===== src/rtl/gtc_pkg.sv =====
package gtc_pkg;

  // default width of the counter code
  parameter int unsigned GTC_DEF_W = 3;

  // working width for the code arithmetic helpers
  localparam int unsigned GTC_CALC_W = 32;

  typedef logic [GTC_CALC_W-1:0] gtc_word_t;

  // converts a reflected Gray code into its binary rank
  function automatic gtc_word_t gtc_gray_to_bin(input gtc_word_t g);
    gtc_word_t b;
    b[GTC_CALC_W-1] = g[GTC_CALC_W-1];
    for (int i = GTC_CALC_W - 2; i >= 0; i--) begin
      b[i] = b[i+1] ^ g[i];
    end
    return b;
  endfunction

  // converts a binary rank into its reflected Gray code
  function automatic gtc_word_t gtc_bin_to_gray(input gtc_word_t b);
    return b ^ (b >> 1);
  endfunction

endpackage


===== src/rtl/gtc_toggle_cell.sv =====
module gtc_toggle_cell (
  input  logic clk,
  input  logic clr,
  input  logic tog,
  output logic q
);

  logic q_nxt;

  // next value: clear wins, a high toggle inverts, otherwise keep
  always_comb begin
    if (clr) begin
      q_nxt = 1'b0;
    end else if (tog) begin
      q_nxt = ~q;
    end else begin
      q_nxt = q;
    end
  end

  always_ff @(posedge clk) begin
    q <= q_nxt;
  end

endmodule


===== src/rtl/gtc_step_logic.sv =====
module gtc_step_logic #(
  parameter int unsigned W = gtc_pkg::GTC_DEF_W
) (
  input  logic         en,
  input  logic [W-1:0] cur,
  output logic [W-1:0] tog
);

  import gtc_pkg::*;

  // mask of the W low bits in the working width
  localparam gtc_word_t RANK_MASK = gtc_word_t'((64'd1 << W) - 64'd1);

  gtc_word_t rank_now;
  gtc_word_t rank_nxt;
  logic [W-1:0] code_nxt;

  // the cycle walks the reflected Gray order backwards, wrapping mod 2^W
  always_comb begin
    rank_now = gtc_gray_to_bin(gtc_word_t'(cur));
    rank_nxt = (rank_now - gtc_word_t'(1)) & RANK_MASK;
    code_nxt = W'(gtc_bin_to_gray(rank_nxt));
  end

  // a bit toggles where present and next code differ, gated by enable
  genvar gi;
  generate
    for (gi = 0; gi < W; gi++) begin : g_tog
      assign tog[gi] = en & (cur[gi] ^ code_nxt[gi]);
    end
  endgenerate

endmodule


===== src/rtl/gray_toggle_counter.sv =====
module gray_toggle_counter #(
  parameter int unsigned CNT_W = gtc_pkg::GTC_DEF_W
) (
  input  logic             clk,
  input  logic             clr,
  input  logic             en,
  output logic [CNT_W-1:0] state
);

  logic [CNT_W-1:0] cell_q;
  logic [CNT_W-1:0] cell_tog;

  gtc_step_logic #(.W(CNT_W)) u_step (
    .en  (en),
    .cur (cell_q),
    .tog (cell_tog)
  );

  genvar gb;
  generate
    for (gb = 0; gb < CNT_W; gb++) begin : g_cell
      gtc_toggle_cell u_cell (
        .clk (clk),
        .clr (clr),
        .tog (cell_tog[gb]),
        .q   (cell_q[gb])
      );
    end
  endgenerate

  assign state = cell_q;

endmodule


===== config.mk =====
export PLATFORM = sky130hd
export DESIGN_NAME = gray_toggle_counter
export DESIGN_NICKNAME = d
export VERILOG_FILES = /design/src/rtl/gtc_pkg.sv /design/src/rtl/gtc_toggle_cell.sv /design/src/rtl/gtc_step_logic.sv /design/src/rtl/gray_toggle_counter.sv
export SDC_FILE = /design/constraint.sdc
export NUM_CORES = 1
export LEC_CHECK = 0
export BUFFER_PORTS_ARGS = -buffer_cell sky130_fd_sc_hd__buf_2
export CAP_MARGIN = 15
export CORE_AREA = 2 2 39 41
export CTS_CLUSTER_SIZE = 30
export DETAILED_ROUTE_END_ITERATION = 10
export DIE_AREA = 0 0 41 43
export HOLD_SLACK_MARGIN = 0.12
export PLACE_DENSITY_LB_ADDON = 0.3
export SETUP_SLACK_MARGIN = 0.2
export SLEW_MARGIN = 20
export SYNTH_ARGS = -nofsm -noshare
export SYNTH_HDL_FRONTEND = slang
export SYNTH_SLANG_ARGS = --single-unit

===== constraint.sdc =====
create_clock -name clk -period 1.2 [get_ports clk]
set_input_delay 0.18 -clock clk [delete_from_list [all_inputs] [get_ports clk]]
set_output_delay 0.18 -clock clk [all_outputs]
set_load 0.1 [all_outputs]

Yosys cells after proc, flatten, opt, wreduce, memory -nomap -nowiden --
Index checks and enable logic that the tools add are counted.
Operators by class: bitwise gates (word level) 12, shift-type cells 0, eq/ne operators 0, mux-type cells 0, $add $sub $neg 1, multipliers 0, order comparisons 0, reductions and logical operators 0, divide/modulo/power cells 0
Operator list (count):
- $xor A1 B1 Y1 | 5
- $and A1 B1 Y1 | 3
- $not A1 Y1 | 3
- $sub A3 B1 Y3 const B | 1
- $xor A3 B2 Y3 | 1
Storage, ports and cells: bits of input ports 3, output and inout bits 3, bits in writable memories 0, memories 0, bits in latches 0, register bits 3, logic and storage cells 16, bits in read-only memories 0

Longest topological paths before layout --
Gate-level depths: netlist of the first run.
word-level depth 6, mapped depth 3

Modules after synthesis --
A second synthesis of the first run with hierarchy kept.
Unflattened totals: cells, all modules 15, area, all modules 138.9 µm²
By module, submodules not included:
- gtc_toggle_cell | instances 3, area an instance 32.5 µm², cells an instance 3, sequential area each 20.0 µm²
- gtc_step_logic | instances 1, area an instance 41.3 µm², cells an instance 6, sequential area each 0.0 µm²

Least setup slack after synthesis of the first run --
OpenSTA, ideal clock, no wires.
kind reg-to-output, start register g_cell[0].u_cell.q, end output port state[0], data required time 1020 ps, stages on the path, launching flop included 2, path slack 356 ps, arrival time 664 ps, cells stage by stage dfxtp_1 buf_4
RTL lines:
- start: declaration | RTL line gtc_toggle_cell.sv:5 | output logic q
- start signal: assignment | RTL line gtc_toggle_cell.sv:22 | q <= q_nxt;
- end: declaration | RTL line gray_toggle_counter.sv:7 | output logic [CNT_W-1:0] state
No word-level cell between the ends.

Worst setup path in the final report of the first run --
start register g_cell[2].u_cell.q, end output port state[2]
RTL lines (RTL line):
- start: declaration | gtc_toggle_cell.sv:5
- start signal: assignment | gtc_toggle_cell.sv:22
No word-level cell between the ends.

==> flow_results.org, run 1 <==
** Clock network
- Buffers inserted by post-CTS timing repair :: 0
- The root buffer cell chosen for the clock tree is sky130_fd_sc_hd__clkbuf_4.
- Bufs on Longest Clock Path :: 2
- TritonCTS built the clock tree.
- Clock latency on the worst-skew pair, taken at its later pin, is around 240 ps.
- In this run, CTS created clock tree buffers numbering 3.
- CTS built an H-tree with a depth of 1.
- Once the clock tree was built, the resizer swapped 3 gates to a different size.
- In this run, post-CTS hold repair placed 0 buffers.
- Clock slew at reported path FFs :: around 40 ps
- The tree built by TritonCTS fans out to 3 sinks.

** Floorplanning
- Area of the placeable core :: 1380 sq um
- Starting density of the core :: 0.101
- The floorplan step defined a die boundary enclosing ~1800 sq um.
- The die is 43 um tall.
- I/O Pins :: 6
- The die is 41 um wide.
- Cell row count :: 14

** Route
- For this run, the detailed router's first-pass iteration total came to 1.
- Across all layers, the routed design uses 136 vias.
- For this run, design rule violations remaining after detail routing come to 0.
- The first routing iteration left 0 violations.
- M1 wire length :: about 120 um
- Dividing the detail-routed wire length by the instance count gives between 7 and 8 um.
- Using the TritonRoute via totals, the vias-per-cell ratio works out to 3.49.
- After detailed routing, the met2 layer carries 104 um of wire.
- Max layer used :: met4
- Wire segments on met3 add up to approximately 65 um in the final route.
- WL final :: 305 um
- The detail route stage leaves a number of antenna-violating nets equal to 0.

** Worst setup path
- Depth of the worst register-to-register path :: 2
- CP Data Arrival Time :: 800 ps
- STA classifies the critical path endpoint as an output port.
- Among cell families on the critical path, the largest total delay comes from flip-flops.
- In this run the register-to-register setup slack is 310 ps.
- Largest fanout on the critical path :: 4
- Type of element launching the critical path :: register
- On the worst path, the slowest cell contributes a delay of 370 ps.
- Reg-to-reg startpoint :: g_cell[1].u_cell.q
- Worst setup path class :: reg2out
- STA puts the critical path data required time at 1020 ps.
- CP bufs+invs :: 1
- The slowest stage of the critical path belongs to the cell sky130_fd_sc_hd__dfxtp_2.
- FF-to-FF End :: g_cell[2].u_cell.q
- The signal on the critical path passes through buf_12.

** Power
- Worst IR drop on VDD :: 620 uV
- Sum of internal, switching and leakage power :: approximately 0.38 mW
- For this design the ratio of total power to cell area is around 1600 nW/um^2.
- Leakage Power :: 0.0914 nW

** STA
- Rel. slew slack :: 0.885
- Clock skew on the completed layout was measured at around 0.5 ps.
- In the final timing run, aggregate negative setup slack is 0 ps.
- Timing would allow up to between 1000 and 1500 MHz.
- Post-route minimum period :: 978 ps
- Final hold violation count :: 0
- The number of max-slew violations in the final report was 0.
- Setup repair after global routing missed its margin :: no
- Worst-margin pin slew :: 171 ps
- Setup violations remaining at the end of the flow were counted as 0.
- Final worst hold slack :: about 120 ps
- In the finished design, the share of the clock period the worst path needs comes to 0.815.

** Global routing
- Entering global routing, the biggest net connects 7 pins.
- GR Overflow Total :: 0
- Initial antenna violation count :: 0
- In the global route stage, overall resource usage came out at 0.0491.
- The number of global-route vias before repair is 131.
- Global-route wire length before repair :: 489 um

** Cells and area
- The largest registers in the layout are g_cell.u_cell.q (3).
- Register with the most flip-flops :: g_cell.u_cell.q
- Layout cells sized above 1 :: 0.522
- After the last flow step, the layout net total stands at 27.
- Counting the fill cells in the layout gives roughly 150.
- The repair_antennas step left the layout with diodes totalling 0.
- The register with the most flip-flops in the layout has 3 of them.
- Synthesis-to-layout area growth :: 71.4%

** Yosys
- By area the synthesized netlist is led by sky130_fd_sc_hd__dfxtp_1, sky130_fd_sc_hd__buf_4, sky130_fd_sc_hd__a21oi_1.
- Post-synth cell types :: 11
- The share of synthesized area in the top cell type comes to 0.429.
- Post-synth top area cell :: sky130_fd_sc_hd__dfxtp_1
- The cell area that synthesis handed to floorplanning was about 140 sq um.
- Dividing the synthesized area by the synthesized cell count gives 8.24 sq um.
- In the synthesized netlist, the number of instances is 17.
- Synthesized net count :: 20
- Number of warnings reported in the yosys synthesis log :: 0
- For this run, the register share of the synthesized area comes to 0.429.
- In this run, synthesis produced a sequential element count of 3.

** Flow run
- The tool flagged a number of max-cap violations equal to 0.

** Hold path
- The worst hold path was traced through 2 stages.
- The worst hold path begins at clr.
- In this run the worst hold path is classified as in2reg.
- Worst Hold Path EP :: g_cell[2].u_cell.q

** Place
- Routability-driven placement finished with a final weighted congestion of 0.643.
- Port buffering added 5 buffers.

** Outcome
- Result of the run :: completed
-- synth_stat cells --
| cell type | count |
|---|---|
| sky130_fd_sc_hd__buf_4 | 3 |
| sky130_fd_sc_hd__dfxtp_1 | 3 |
| sky130_fd_sc_hd__a21oi_1 | 2 |
| sky130_fd_sc_hd__nand2_1 | 2 |
| sky130_fd_sc_hd__a211oi_1 | 1 |
| sky130_fd_sc_hd__inv_2 | 1 |
| sky130_fd_sc_hd__nand3_1 | 1 |
| sky130_fd_sc_hd__nor2_1 | 1 |
| sky130_fd_sc_hd__o21ai_0 | 1 |
| sky130_fd_sc_hd__or3_1 | 1 |
| sky130_fd_sc_hd__xnor2_1 | 1 |
-- cell families after synthesis --
kind of cell | after synthesis | synth area share
xor+xnor | 1 | 0.0625
simple gates | 5 | 0.161
buf+inv | 4 | 0.187
flops | 3 | 0.429
compound gates | 4 | 0.161
-- placed cells by master, fill, tap and decap left out --
master                     count
sky130_fd_sc_hd__a211oi_1      1
sky130_fd_sc_hd__a21oi_1       2
sky130_fd_sc_hd__buf_12        3
sky130_fd_sc_hd__buf_2         2
sky130_fd_sc_hd__clkbuf_1      1
sky130_fd_sc_hd__clkbuf_4      3
sky130_fd_sc_hd__dfxtp_2       2
sky130_fd_sc_hd__dfxtp_4       1
sky130_fd_sc_hd__inv_2         1
sky130_fd_sc_hd__nand2_1       2
sky130_fd_sc_hd__nand3_1       1
sky130_fd_sc_hd__nor2_1        1
sky130_fd_sc_hd__o21ai_0       1
sky130_fd_sc_hd__or3_1         1
sky130_fd_sc_hd__xnor2_1       1
-- area by class of cell --
class	instances	area (sq um)	area share
timing repair buffer	5	70.1	0.292
multi-input combinational	10	53.8	0.224
inverter	1	3.75	0.0156
clock buffer	4	26.3	0.109
tap	16	20.0	0.0833
sequential	3	66.3	0.276
-- metal layers --
metal / global-route usage / vias up
li1: - / 67
met3: 0.0524 / 2
met2: 0.0500 / 9
met1: 0.0447 / 58
met4: 0.0600 / 0
met5: 0 / -
-- per-stage QoR --
stage	worst slack (ps)	instances	utilization	cell area (sq um)
5_1_grt	200	39	0.174	240
3_3_place_gp	273	35	0.150	208
3_5_place_dp	290	35	0.150	208
2_1_floorplan	356	17	-	140
4_1_cts	214	39	0.172	238
6_report	222	39	0.174	240
-- report_power, final --
part / internal, mW / leakage, nW / switching, mW
registers: 0.107 / 0.0261 / 0.0103
clock network: 0.125 / 0.0150 / 0.0560
logic: 0.0311 / 0.0503 / 0.0535
-- worst max path at each step --
stage / start / end / cells after the start
2_1_floorplan: g_cell[0].u_cell.q / state[0] / 1
3_3_place_gp: g_cell[1].u_cell.q / g_cell[2].u_cell.q / 2
3_5_place_dp: g_cell[1].u_cell.q / g_cell[2].u_cell.q / 2
4_1_cts: g_cell[0].u_cell.q / state[0] / 1
5_1_grt: g_cell[1].u_cell.q / state[1] / 1
6_report: g_cell[2].u_cell.q / state[2] / 1
(Power assumes the default switching activity.)
==> run 2: changes to the inputs <==
ABC_AREA = 1   (was not set)
clock period = 0.9 ns   (was 1.2 ns; I/O delays follow)
==> flow_results.org, run 2 <==
** Worst setup path
- Broken down by cell family, the worst path's largest delay share belongs to flip-flops.
- The largest individual stage delay along the critical path comes from the cell sky130_fd_sc_hd__dfxtp_4.
- Launch point of the worst path :: g_cell[2].u_cell.q
- Reg-to-reg startpoint :: g_cell[1].u_cell.q
- Cell chain of the critical path :: buf_12
- Largest fanout on the critical path :: 2 (-2)
- The critical path is of the reg2out type.
- The worst setup path is captured at an output port.
- FF-to-FF End :: g_cell[0].u_cell.q
- The register-to-register path setup slack was 70 ps (-240 ps).
- The count of buffer and inverter cells on the critical path was 1 (unchanged).
- The maximum cell stage delay along the critical path was 350 ps (-20 ps).
- Depth of the worst register-to-register path :: 6 (+4)
- STA classifies the critical path startpoint as a register.
- The data arrival time of the worst path is 750 ps (-50 ps).
- Required time of the critical path :: 760 ps (-260 ps)

** Clock network
- Htree depth :: 1 (unchanged)
- The register clock-pin slew on the reported worst setup and hold paths was 30 ps (about the same).
- CTS hold repair buffers :: 0 (unchanged)
- Bufs on Longest Clock Path :: 2 (unchanged)
- Clock latency at the later pin of the worst-skew pair :: 230 ps (about the same)
- CTS sink count :: 3 (unchanged)
- Clock Root Buffer :: sky130_fd_sc_hd__clkbuf_4
- Num CTS Buffers :: 3 (unchanged)
- Clock tree from TritonCTS :: done

** STA
- For this run, the top clock speed supported by timing is 1130 MHz.
- Setup tns final :: 0 ps (unchanged)
- In the finished design, the share of the clock period the worst path needs comes to 0.985.
- Final clock skew :: 1.10 ps (+0.591 ps)
- Post-route minimum period :: 886 ps
- The total count of hold-check failures in the final report is 0 (unchanged).
- The hold slack was 149 ps (+25.1 ps).
- Worst-margin pin slew :: 182 ps (+11.5 ps)
- Count of pins over their slew limit :: 0 (unchanged)
- Setup repair after global routing could not meet its margin everywhere.
- The remaining max-slew budget at the tightest pin is 0.878 (-0.00699).
- Count of final setup violators :: 0 (unchanged)

** Yosys
- Flip-flop and latch count after synthesis :: 3 (unchanged)
- The netlist area before placement came to 160 sq um (+14%).
- The share of the yosys chip area belonging to registers came to 0.375 (-0.0536).
- sky130_fd_sc_hd__dfxtp_1 takes more of the synthesized area than any other cell.
- Top cells by instance count after synthesis :: sky130_fd_sc_hd__inv_1, sky130_fd_sc_hd__nand2_1, sky130_fd_sc_hd__nor2_1, sky130_fd_sc_hd__buf_4, sky130_fd_sc_hd__dfxtp_1
- The mean cell area of the mapped netlist is 6.41 sq um (-22%).
- Leading register cell type out of synthesis :: sky130_fd_sc_hd__dfxtp_1
- The share of synthesized registers carrying an async set or reset came to 0 (unchanged).
- Post-synth cell types :: 8 (-3)
- Area share of the leading cell type in the synthesized netlist :: 0.375 (-0.0536)
- By area the synthesized netlist is led by sky130_fd_sc_hd__dfxtp_1, sky130_fd_sc_hd__buf_4, sky130_fd_sc_hd__inv_1.
- The number of instances in the synthesized netlist is 25 (+8).
- The Yosys warning count was 0 (unchanged).
- EDFF count, synth :: 0 (unchanged)
- Synthesized net count :: 28 (+40%)

** Cells and area
- Net count of the finished layout :: 38 (+41%)
- The area growth from synthesis to layout is 102%.
- The largest registers in the layout are g_cell.u_cell.q (3).
- Antenna diode instance count :: 0 (unchanged)
- The flip-flop count of the largest register after layout came to 3 (unchanged).
- The post-layout instance count excluding filler cells was 50 (+28%).
- The share of cells above drive strength 1 came to 0.618 (+0.0959).
- Leaving out fill and tap cells, the most frequent cells in the layout are sky130_fd_sc_hd__inv_1, sky130_fd_sc_hd__nand2_1.
- The register with the most flip-flops in the final layout is g_cell.u_cell.q.
- Final-layout fill cell count :: 154 (unchanged)
- Area of all placed cells without fillers :: 324 sq um (+35%)

** Power
- Sum of internal, switching and leakage power :: 0.578 mW (+51%)
- Worst IR drop on VDD :: 437 uV (-29%)
- The power density relative to cell area was 1780 nW/um^2 (+12%).
- The total leakage power was 0.147 nW (+61%).

** Global routing
- Met2 track demand over resource :: 0.0781 (+0.0281)
- Met3 track demand over resource in global routing :: 0.0314 (-0.0209)
- Met1 usage :: 0.0447 (unchanged)
- Largest net degree at the start of global routing :: 7 (unchanged)
- The number of antenna violations at the first check in global routing came to 0 (unchanged).
- Peak-usage layer in the global routing report :: met2
- Global-route wire length before repair :: 572 um (+17%)
- The overall routing resource usage was 0.0541 (+0.00501).
- The number of global-route vias before repair is 161 (+23%).
- GR Overflow Total :: 0 (unchanged)

** Floorplanning
- The die span in x is 41 um (unchanged).
- Die Ht :: 43 um (unchanged)
- Cell row count :: 14 (unchanged)
- The I/O pin total is 6 (unchanged).
- The floorplan core area is 1380 sq um (unchanged).
- Overall die area :: 1760 sq um (unchanged)
- Starting density of the core :: 0.116 (+0.0145)

** Route
- Number of remaining DRC errors :: 0 (unchanged)
- The wire length per cell is 7.22 um (-7.7%).
- The number of DRC violations after detailed-routing iteration 0 is 0 (unchanged).
- The via density per instance is 3.44 (-1.4%).
- WL final :: 361 um (+18%)
- The post-detailed-route count of antenna-violating nets is 0 (unchanged).
- Via Count :: 172 (+26%)
- The total iterations of the first detailed-routing run is 1 (unchanged).

** Flow run
- Max Cap Violations :: 0 (unchanged)

** Hold path
- Number of cells on the worst hold path :: 4 (+2)
- The worst hold path begins at clr.
- Worst hold-check path type :: in2reg
- Worst Hold Path EP :: g_cell[0].u_cell.q

** Place
- The number of port buffers is 5 (unchanged).
- Detailed placement finished with a half-perimeter wire length of approximately 250 um.
- RePlAce Congestion :: 0.632 (-1.8%)
- The placed instance area came to 231 sq um (+11%).
- Count of placed standard cells including taps :: 43 (+23%)

** Outcome
- Result of the run :: completed
==> run 2: cell types whose count changed in the layout (fill, tap and decap cells not counted), moves of 2 or more <==
cell	delta
sky130_fd_sc_hd__dfxtp_2	-2
sky130_fd_sc_hd__nand2_1	+2
sky130_fd_sc_hd__nor2_1	+2
sky130_fd_sc_hd__dfxtp_4	+2
sky130_fd_sc_hd__inv_1	+4
sky130_fd_sc_hd__a21oi_2	+2
sky130_fd_sc_hd__a21oi_1	-2
sky130_fd_sc_hd__buf_6	+2
==> run 2: routing by layer <==
metal / up-vias / part of all wire / wire length [um]
met5: - / 0 / 0
met4: 0 / 0 / 0
met3: 0 / 0.055 / 20
met2: 3 / 0.57 / 206
met1: 80 / 0.37 / 134
li1: 89 / - / -
==> run 2: power breakdown <==
group / total (mW) / switching (mW) / internal [mW] / leakage, nW
combinational: 0.194 / 0.118 / 0.0758 / 0.106
clock: 0.229 / 0.0635 / 0.166 / 0.0150
sequential: 0.155 / 0.0119 / 0.143 / 0.0267
total: 0.578 / 0.194 / 0.384 / 0.147
==> run 2: metrics by stage <==
step	setup WS, ps	util
floorplan	206	-
global placement	150	0.167
detailed placement	152	0.167
CTS	5.57	0.212
global route	-12.1	0.234
finish	13.9	0.234
==> run 2: area by class of cell <==
class,instances,area [sq um],share of cell area
inverter,5,21.3,0.0656
sequential,3,71.3,0.220
multi-input combinational,14,85.1,0.263
tap,16,20.0,0.0618
clock buffer,4,26.3,0.0811
timing repair buffer,8,100,0.309
==> run 2: cells by family (layout without fill, tap and decap cells) <==
logic type | Yosys count | in the layout | share of synthesized area
and+or+nand+nor | 11 | 11 | 0.273
AOI/OAI and AO/OA | 3 | 3 | 0.0937
DFF | 3 | 3 | 0.375
buffers and inverters | 8 | 17 | 0.258
==> run 2: worst max-delay path by stage <==
stage,endpoint,depth (start not counted)
final,state[2],1
after global placement,g_cell[0].u_cell.q,5
after detailed placement,g_cell[0].u_cell.q,5
after CTS,state[1],1
after floorplan,g_cell[0].u_cell.q,5
after global routing,state[1],1
==> run 2: worst min-delay path, cell delays in order <==
cell and delay, ps:
sky130_fd_sc_hd__buf_2 90, sky130_fd_sc_hd__nor2_1 40, sky130_fd_sc_hd__nand2_1 50, sky130_fd_sc_hd__inv_1 30
==> run 2: timing repair <==
action / CTS / global route
setup endpoints to repair: 6 / 6
resized for setup: 6 / 8
cloned: 0 / 0
buffers inserted: 3 / 0
